===== src/rtl/envcfg_pkg.sv =====
package envcfg_pkg;
    localparam int ADDR_W = 12;
    localparam int DATA_W = 64;
    localparam int SET_W  = 4;

    localparam logic [ADDR_W-1:0] ADDR_MCFG   = 12'h30A;
    localparam logic [ADDR_W-1:0] ADDR_MCFG_H = 12'h31A;
    localparam logic [ADDR_W-1:0] ADDR_SCFG   = 12'h10A;

    // Bit positions inside a fence set
    localparam int BIT_I = 3;
    localparam int BIT_O = 2;
    localparam int BIT_R = 1;
    localparam int BIT_W = 0;

    typedef enum logic [1:0] {
        PRIV_U = 2'd0,
        PRIV_S = 2'd1,
        PRIV_H = 2'd2,
        PRIV_M = 2'd3
    } priv_e;

    typedef struct packed {
        logic m_flag;
        logic s_flag;
        logic illegal;
    } cfg_state_t;
endpackage


===== src/rtl/envcfg_decode.sv =====
module envcfg_decode
    import envcfg_pkg::*;
#(
    parameter bit HAS_SMODE = 1'b1,
    parameter bit HAS_UMODE = 1'b1
) (
    input  logic [ADDR_W-1:0] addr_i,
    input  logic [1:0]        priv_i,
    input  logic              xlen64_i,
    output logic              hit_o,
    output logic              legal_o,
    output logic              sel_m_lo_o,
    output logic              sel_m_hi_o,
    output logic              sel_s_o
);
    logic is_m_lo, is_m_hi, is_s;
    logic m_ok, s_ok;

    always_comb begin
        is_m_lo = (addr_i == ADDR_MCFG);
        is_m_hi = (addr_i == ADDR_MCFG_H);
        is_s    = (addr_i == ADDR_SCFG);
        m_ok    = HAS_UMODE && (priv_i == PRIV_M);
        s_ok    = HAS_SMODE && ((priv_i == PRIV_M) || (priv_i == PRIV_S));

        hit_o      = is_m_lo || is_m_hi || is_s;
        sel_m_lo_o = is_m_lo && m_ok;
        sel_m_hi_o = is_m_hi && m_ok && !xlen64_i;
        sel_s_o    = is_s && s_ok;
        legal_o    = sel_m_lo_o || sel_m_hi_o || sel_s_o;
    end
endmodule


===== src/rtl/envcfg_fence_widen.sv =====
module envcfg_fence_widen
    import envcfg_pkg::*;
(
    input  logic             widen_i,
    input  logic [SET_W-1:0] set_i,
    output logic [SET_W-1:0] set_o
);
    always_comb begin
        set_o = set_i;
        if (widen_i) begin
            set_o[BIT_R] = set_i[BIT_R] | set_i[BIT_I];
            set_o[BIT_W] = set_i[BIT_W] | set_i[BIT_O];
        end
    end
endmodule


===== src/rtl/envcfg_ctrl.sv =====
module envcfg_ctrl
    import envcfg_pkg::*;
#(
    parameter bit FIOM_SUPPORT = 1'b1,
    parameter bit HAS_SMODE    = 1'b1,
    parameter bit HAS_UMODE    = 1'b1
) (
    input  logic              clk,
    input  logic              rst_n,
    input  logic              csr_req_i,
    input  logic              csr_we_i,
    input  logic [ADDR_W-1:0] csr_addr_i,
    input  logic [DATA_W-1:0] csr_wdata_i,
    input  logic [1:0]        priv_i,
    input  logic              xlen64_i,
    output logic [DATA_W-1:0] csr_rdata_o,
    output logic              csr_illegal_o,
    input  logic [SET_W-1:0]  fence_pred_i,
    input  logic [SET_W-1:0]  fence_succ_i,
    output logic [SET_W-1:0]  fence_pred_o,
    output logic [SET_W-1:0]  fence_succ_o,
    output logic              fiom_active_o
);
    localparam int NSETS = 2;

    cfg_state_t st_d, st_q;
    logic hit, legal, sel_m_lo, sel_m_hi, sel_s;
    logic wr_flag;
    logic [SET_W-1:0] raw_sets [NSETS];
    logic [SET_W-1:0] eff_sets [NSETS];

    envcfg_decode #(
        .HAS_SMODE (HAS_SMODE),
        .HAS_UMODE (HAS_UMODE)
    ) u_decode (
        .addr_i     (csr_addr_i),
        .priv_i     (priv_i),
        .xlen64_i   (xlen64_i),
        .hit_o      (hit),
        .legal_o    (legal),
        .sel_m_lo_o (sel_m_lo),
        .sel_m_hi_o (sel_m_hi),
        .sel_s_o    (sel_s)
    );

    // Next-state logic
    always_comb begin
        st_d         = st_q;
        wr_flag      = FIOM_SUPPORT ? csr_wdata_i[0] : 1'b0;
        st_d.illegal = csr_req_i && hit && !legal;
        if (csr_req_i && csr_we_i) begin
            if (sel_m_lo) st_d.m_flag = wr_flag;
            if (sel_s)    st_d.s_flag = wr_flag;
            // the high half carries no implemented field
        end
    end

    always_ff @(posedge clk) begin
        if (!rst_n) st_q <= '0;
        else        st_q <= st_d;
    end

    // Read path and active flag
    always_comb begin
        csr_rdata_o = '0;
        if (sel_m_lo)    csr_rdata_o[0] = st_q.m_flag;
        else if (sel_s)  csr_rdata_o[0] = st_q.s_flag;
        csr_illegal_o = st_q.illegal;

        unique case (priv_i)
            PRIV_S:  fiom_active_o = st_q.m_flag;
            PRIV_U:  fiom_active_o = st_q.m_flag | st_q.s_flag;
            default: fiom_active_o = 1'b0;
        endcase
    end

    assign raw_sets[0] = fence_pred_i;
    assign raw_sets[1] = fence_succ_i;

    for (genvar g = 0; g < NSETS; g++) begin : g_widen
        envcfg_fence_widen u_widen (
            .widen_i (fiom_active_o),
            .set_i   (raw_sets[g]),
            .set_o   (eff_sets[g])
        );
    end

    assign fence_pred_o = eff_sets[0];
    assign fence_succ_o = eff_sets[1];

    // Assertions
    a_r6_machine_inactive: assert property (@(posedge clk) disable iff (!rst_n)
        (priv_i == PRIV_M) |-> !fiom_active_o);

    a_r7_io_passthrough: assert property (@(posedge clk) disable iff (!rst_n)
        (fence_pred_o[BIT_I:BIT_O] == fence_pred_i[BIT_I:BIT_O]) &&
        (fence_succ_o[BIT_I:BIT_O] == fence_succ_i[BIT_I:BIT_O]));

    a_r7_superset: assert property (@(posedge clk) disable iff (!rst_n)
        ((fence_pred_o & fence_pred_i) == fence_pred_i) &&
        ((fence_succ_o & fence_succ_i) == fence_succ_i));

    a_r8_illegal_holds: assert property (@(posedge clk) disable iff (!rst_n)
        csr_illegal_o |-> (st_q.m_flag == $past(st_q.m_flag)) &&
                          (st_q.s_flag == $past(st_q.s_flag)));

    a_r9_change_needs_write: assert property (@(posedge clk) disable iff (!rst_n)
        (st_q.m_flag != $past(st_q.m_flag)) |->
            $past(csr_req_i && csr_we_i && csr_addr_i == ADDR_MCFG));
endmodule


===== config.mk =====
export PLATFORM = sky130hd
export DESIGN_NAME = envcfg_ctrl
export DESIGN_NICKNAME = d
export VERILOG_FILES = /design/src/rtl/envcfg_pkg.sv /design/src/rtl/envcfg_decode.sv /design/src/rtl/envcfg_fence_widen.sv /design/src/rtl/envcfg_ctrl.sv
export SDC_FILE = /design/constraint.sdc
export NUM_CORES = 1
export LEC_CHECK = 0
export ABC_CLOCK_PERIOD_IN_PS = 850
export BUFFER_PORTS_ARGS = -buffer_cell sky130_fd_sc_hd__buf_2
export CAP_MARGIN = 20
export CELL_PAD_IN_SITES_DETAIL_PLACEMENT = 0
export CELL_PAD_IN_SITES_GLOBAL_PLACEMENT = 1
export CORE_ASPECT_RATIO = 1.5
export CORE_MARGIN = 2
export CORE_UTILIZATION = 14
export CTS_BUF_LIST = sky130_fd_sc_hd__clkbuf_8
export CTS_CLUSTER_DIAMETER = 150
export DETAILED_ROUTE_END_ITERATION = 8
export GPL_ROUTABILITY_DRIVEN = 0
export PLACE_DENSITY_LB_ADDON = 0.1
export SYNTH_ARGS = -nofsm -noshare
export SYNTH_HDL_FRONTEND = slang
export SYNTH_SLANG_ARGS = --single-unit

===== constraint.sdc =====
create_clock -name clk -period 0.85 [get_ports clk]
set_input_delay 0.085 -clock clk [delete_from_list [all_inputs] [get_ports clk]]
set_output_delay 0.085 -clock clk [all_outputs]
set_load 0.005 [all_outputs]

# --- Word-level counts from Yosys, hierarchy flattened ---
# Index checks and enable logic that the tools add are counted.
word_totals:
  reg_bits: 3
  inputBits: 91
  out_inout_bits: 74
  wordCells: 35
classes:
  n_eq_ne: 5
  mux: 5
  bitwise: 5
  n_reduce_logical: 17
op_table:
  columns: ["op", "n"]
  rows:
  - ["equality test 12 x 10 -> 1 bit (second input constant)", 2]
  - ["equality test 12 x 9 -> 1 bit (second input constant)", 1]
  - ["logical AND 1 bit", 7]
  - ["logical OR 1 bit", 5]
  - ["bitwise OR 1 bit", 5]
  - ["two-way mux 2 bit", 2]
  - ["AND reduction 2 bit", 2]
  - ["equality test 2 x 1 -> 1 bit (second input constant)", 1]
  - ["equality test 2 bit (second input constant)", 1]
  - ["zero test 1 bit", 2]
  - ["zero test 2 bit", 1]
  - ["two-way mux 1 bit", 2]
  - ["case mux 1 bit (2 select lines)", 1]

# --- Logic depth before layout (Yosys ltp) ---
depth:
  word_depth: 7
  mapped_depth: 3
  ltp_nobuf: 3

# --- By module ---
# Synthesis repeated with hierarchy kept, for this count alone.
unflattened:
  cells_unflattened: 103
  hier_area_um2: 800.8
modules_own_cells:
  columns: ["mod", "instances", "cells_per_inst", "area_each_um2", "seq_area_each_um2"]
  rows:
  - ["envcfg_ctrl", 1, 81, 615.6, 60.1]
  - ["envcfg_decode", 1, 14, 125.1, 0.0]
  - ["envcfg_fence_widen", 2, 4, 30.0, 0.0]

# --- Worst setup path after synthesis ---
# OpenSTA, ideal clock, no wires.
synth_path:
  path_type: "reg-to-output"
  from: "register st_q[1] in the netlist's numbering"
  to: "output port fence_pred_o[0]"
  arrival_ns: 0.752
  t_required_ns: 0.765
  setup_slack_ns: 0.013
  stages_incl_launch_ff: 4
  path_buffers: 0
  path_cell_list: "dfxtp_1 nand2b_1 a21oi_2 a21o_1"
synth_between:
  elab_chain_cells: 3
synth_rtl:
  columns: ["item", "line", "rtl"]
  rows:
  - ["start, declared", "envcfg_ctrl.sv:26", "cfg_state_t st_d, st_q;"]
  - ["start signal, assigned", "envcfg_ctrl.sv:60", "else st_q <= st_d;"]
  - ["bitwise OR 1 bit", "envcfg_ctrl.sv:72", "PRIV_U: fiom_active_o = st_q.m_flag | st_q.s_flag;"]
  - ["case mux 1 bit (2 select lines)", "envcfg_ctrl.sv:70", "unique case (priv_i)"]
  - ["net fiom_active_o", "envcfg_ctrl.sv:22", "output logic fiom_active_o"]
  - ["two-way mux 2 bit", "envcfg_fence_widen.sv:10", "if (widen_i) begin"]
  - ["end, declared", "envcfg_ctrl.sv:20", "output logic [SET_W-1:0] fence_pred_o,"]
# The timed path passes the listed nets, and every way through them passes these cells.

# --- Final worst setup path ---
layout_path:
  from: "register st_q[1] in the netlist's numbering"
  to: "output port fence_pred_o[1]"
layout_between:
  elab_chain_cells: 3
layout_rtl:
  columns: ["item", "line"]
  rows:
  - ["bitwise OR 1 bit", "envcfg_ctrl.sv:72"]
  - ["case mux 1 bit (2 select lines)", "envcfg_ctrl.sv:70"]
  - ["two-way mux 2 bit", "envcfg_fence_widen.sv:10"]
# No other way between the ends.

==> impl_metrics.toml <==
[run_status]
outcome = "finished with violations"
violations = "negative setup slack"

[synth]
yosysTopAreaCellShare_pct = 62.5
yosysSeqAreaShare_pct = 7.47
yosysWarnings = 0
syn_inst = 101
synth_area_per_cell_um2 = 7.97
synth_area_um2 = 805
yosysTopAreaCell = "buf_4"
ys_ff_latch = 3
ys_types = 22
synth.area.top_cells = "buf_4, dfxtp_1, nor4b_4"

[grt]
antenna_found_initial = 0
grt_max_degree = 7
gr-usage-all-layers_pct = 4.59
grt_pass1_vias = 514
gr-total-overflow = 0
grt_first_pass_wirelength_mm = 2.29

[final_layout]
syn_to_final_growth_pct = 12.9
drive_gt1_share_pct = 38.3
antenna_cells = 0
final_util_pct = 16.5
nets = 233
final_cell_mix = "conb_1, buf_2, a21o_1, nand2_1"
layout_commonest_cell = "conb_1"
fin_cells = 211
multi_input_area_um2 = 490
fillerInstances = 658
regArea_um2 = 62.6

[timing]
rsz0062_at_grt = "yes"
holdWs_ns = 0.141
fmax_mhz = 881
finalCritPeriodShare_pct = 134
slew_violations = 0
hold_viol_final = 0
skew_ns = 0
min_period_ns = 1.14
setup_viol = 6
fin_ws_ns = -0.285

[route]
vias = 607
routed_wl_mm = 1.74
met3_length_um = 294
drtAntennaViolNets = 0
drtIter0Drc = 10
dr.pass1.iters = 4
top_layer = "met4"
wl_met1_um = 617
met2_wirelength_um = 817
remaining_drc_errors = 0
drt-vias-per-instance = 2.88
wire_per_inst_um = 8.25

[floorplan]
start_util_pct = 14.7
core_um2 = 5490
die_width_um = 65.9
num_rows = 33
dieArea_um2 = 6380
dieHeight_um = 96.8
ioPinCount = 165

[clock_network]
clock-sinks = 3
cts_root_buf = "clkbuf_8"
htree_levels = 1
cts_hold_buffers = 0
clk_latency_ns = 0.22
clock_path_buffers = 2
cts_tree = "yes"
cts_buffers = 3
clk_pin_slew_ns = 0.03

[worst_setup_path]
rrSetupSlack_ns = 0.16
end_kind = "output pin"
crit_chain = "nand2b_4 > a21oi_4 > a21o_1 > buf_2"
path_max_fanout = 5
cpMaxStageDelayCell = "dfxtp_2"
path_buf_inv = 1
critical_path_class = "flip-flop to output pin"
slowest_delay_ns = 0.35
critPathArrivalTime_ns = 1.05
cpLargestDelayFamily = "flip-flops"
critPathLaunchType = "flip-flop"
critPathRequiredTime_ns = 0.76

[job]
cap_violations = 0

[placement]
placedCellCount = 206
place_ws_ns = -0.243
dp_hpwl_mm = 1.57
portBuffers = 38

[power]
peakVddDrop_uv = 442
power_per_cell_area_nw_per_um2 = 850
power_uw = 772
cellLeakagePower_uw = 0.000536

[hold_path]
hold_path_class = "primary input to flip-flop"
## cell families (layout without fill, tap and decap cells)
kind of cell / after synthesis / in the layout / share of synthesized area (%)
compound gates: 8 / 8 / 7.93
buf+inv: 68 / 46 / 63.0
flops: 3 / 3 / 7.47
mux: 2 / 2 / 2.49
other cells: 1 / 63 / 0.466
simple gates: 19 / 19 / 18.7
## per-layer routing
| metal | up-vias | GRT usage, % |
|---|---|---|
| li1 | 279 | - |
| met1 | 257 | 4.95 |
| met4 | 0 | 0.962 |
| met3 | 2 | 1.74 |
| met2 | 69 | 8.24 |
| met5 | - | 0 |
## timing repair
item | 4_1_cts | 5_1_grt
pin swaps | 6 | 2
setup buffers | 0 | 2
endpoints found under the setup margin | 6 | 8
gates resized for setup | 3 | 4
## state kept, by name (all words and copies together) (netlist names)
register and flops:
st_q 2, csr_illegal_o 1
## layout make-up
cell class                      instances  share of cell area, %
Sequential cell                         3                   6.89
Clock buffer                            3                   4.55
Timing Repair Buffer                   41                   24.1
Clock inverter                          1                  0.413
Tap cell                               70                   9.64
Inverter                                1                  0.413
Multi-Input combinational cell         92                   54.0
## worst paths after layout
kind	start	endpoint	depth (start not counted)
max	st_q[1]	fence_pred_o[1]	4
min	csr_wdata_i[0]	st_q[2]	3
max reg2reg	st_q[1]	st_q[1]	3
min reg2reg	st_q[2]	st_q[2]	2
## worst reg2reg max path, delay by kind of cell (launching register included)
family	cells	cell delay [ns]
buffers and inverters	1	0.11
multiplexers	1	0.12
AND/OR/NAND/NOR	1	0.04
flip-flops	1	0.35
## stage by stage
stage	TNS, ns	cell area [um^2]
6_report	-1.58	908
5_1_grt	-1.84	908
3_3_place_gp	-1.39	827
3_5_place_dp	-1.42	827
2_1_floorplan	0	1040
4_1_cts	-1.76	882
## power by group
part / leakage [uW] / total [uW] / internal, uW / switching (uW)
logic: 0.000483 / 226 / 92.9 / 133
registers: 0.0000252 / 142 / 142 / 0.00477
clock network: 0.0000269 / 404 / 308 / 96.4
total: 0.000536 / 772 / 542 / 229
## cells in the mapped netlist
cell type,number
dfxtp_1,3
nand2b_1,1
nor4b_4,2
a31oi_1,1
and4bb_2,1
a21o_1,4
a21bo_2,1
nor2b_1,2
nand3b_1,1
mux2i_1,2
nand2_1,4
nor3_1,2
nand4_1,2
nand3_1,1
and3b_1,1
conb_1,1
buf_4,67
a2bb2oi_1,1
a21oi_2,1
inv_1,1
nor2_1,1
and4_1,1
Note: power is estimated with default switching activity, not from simulation.
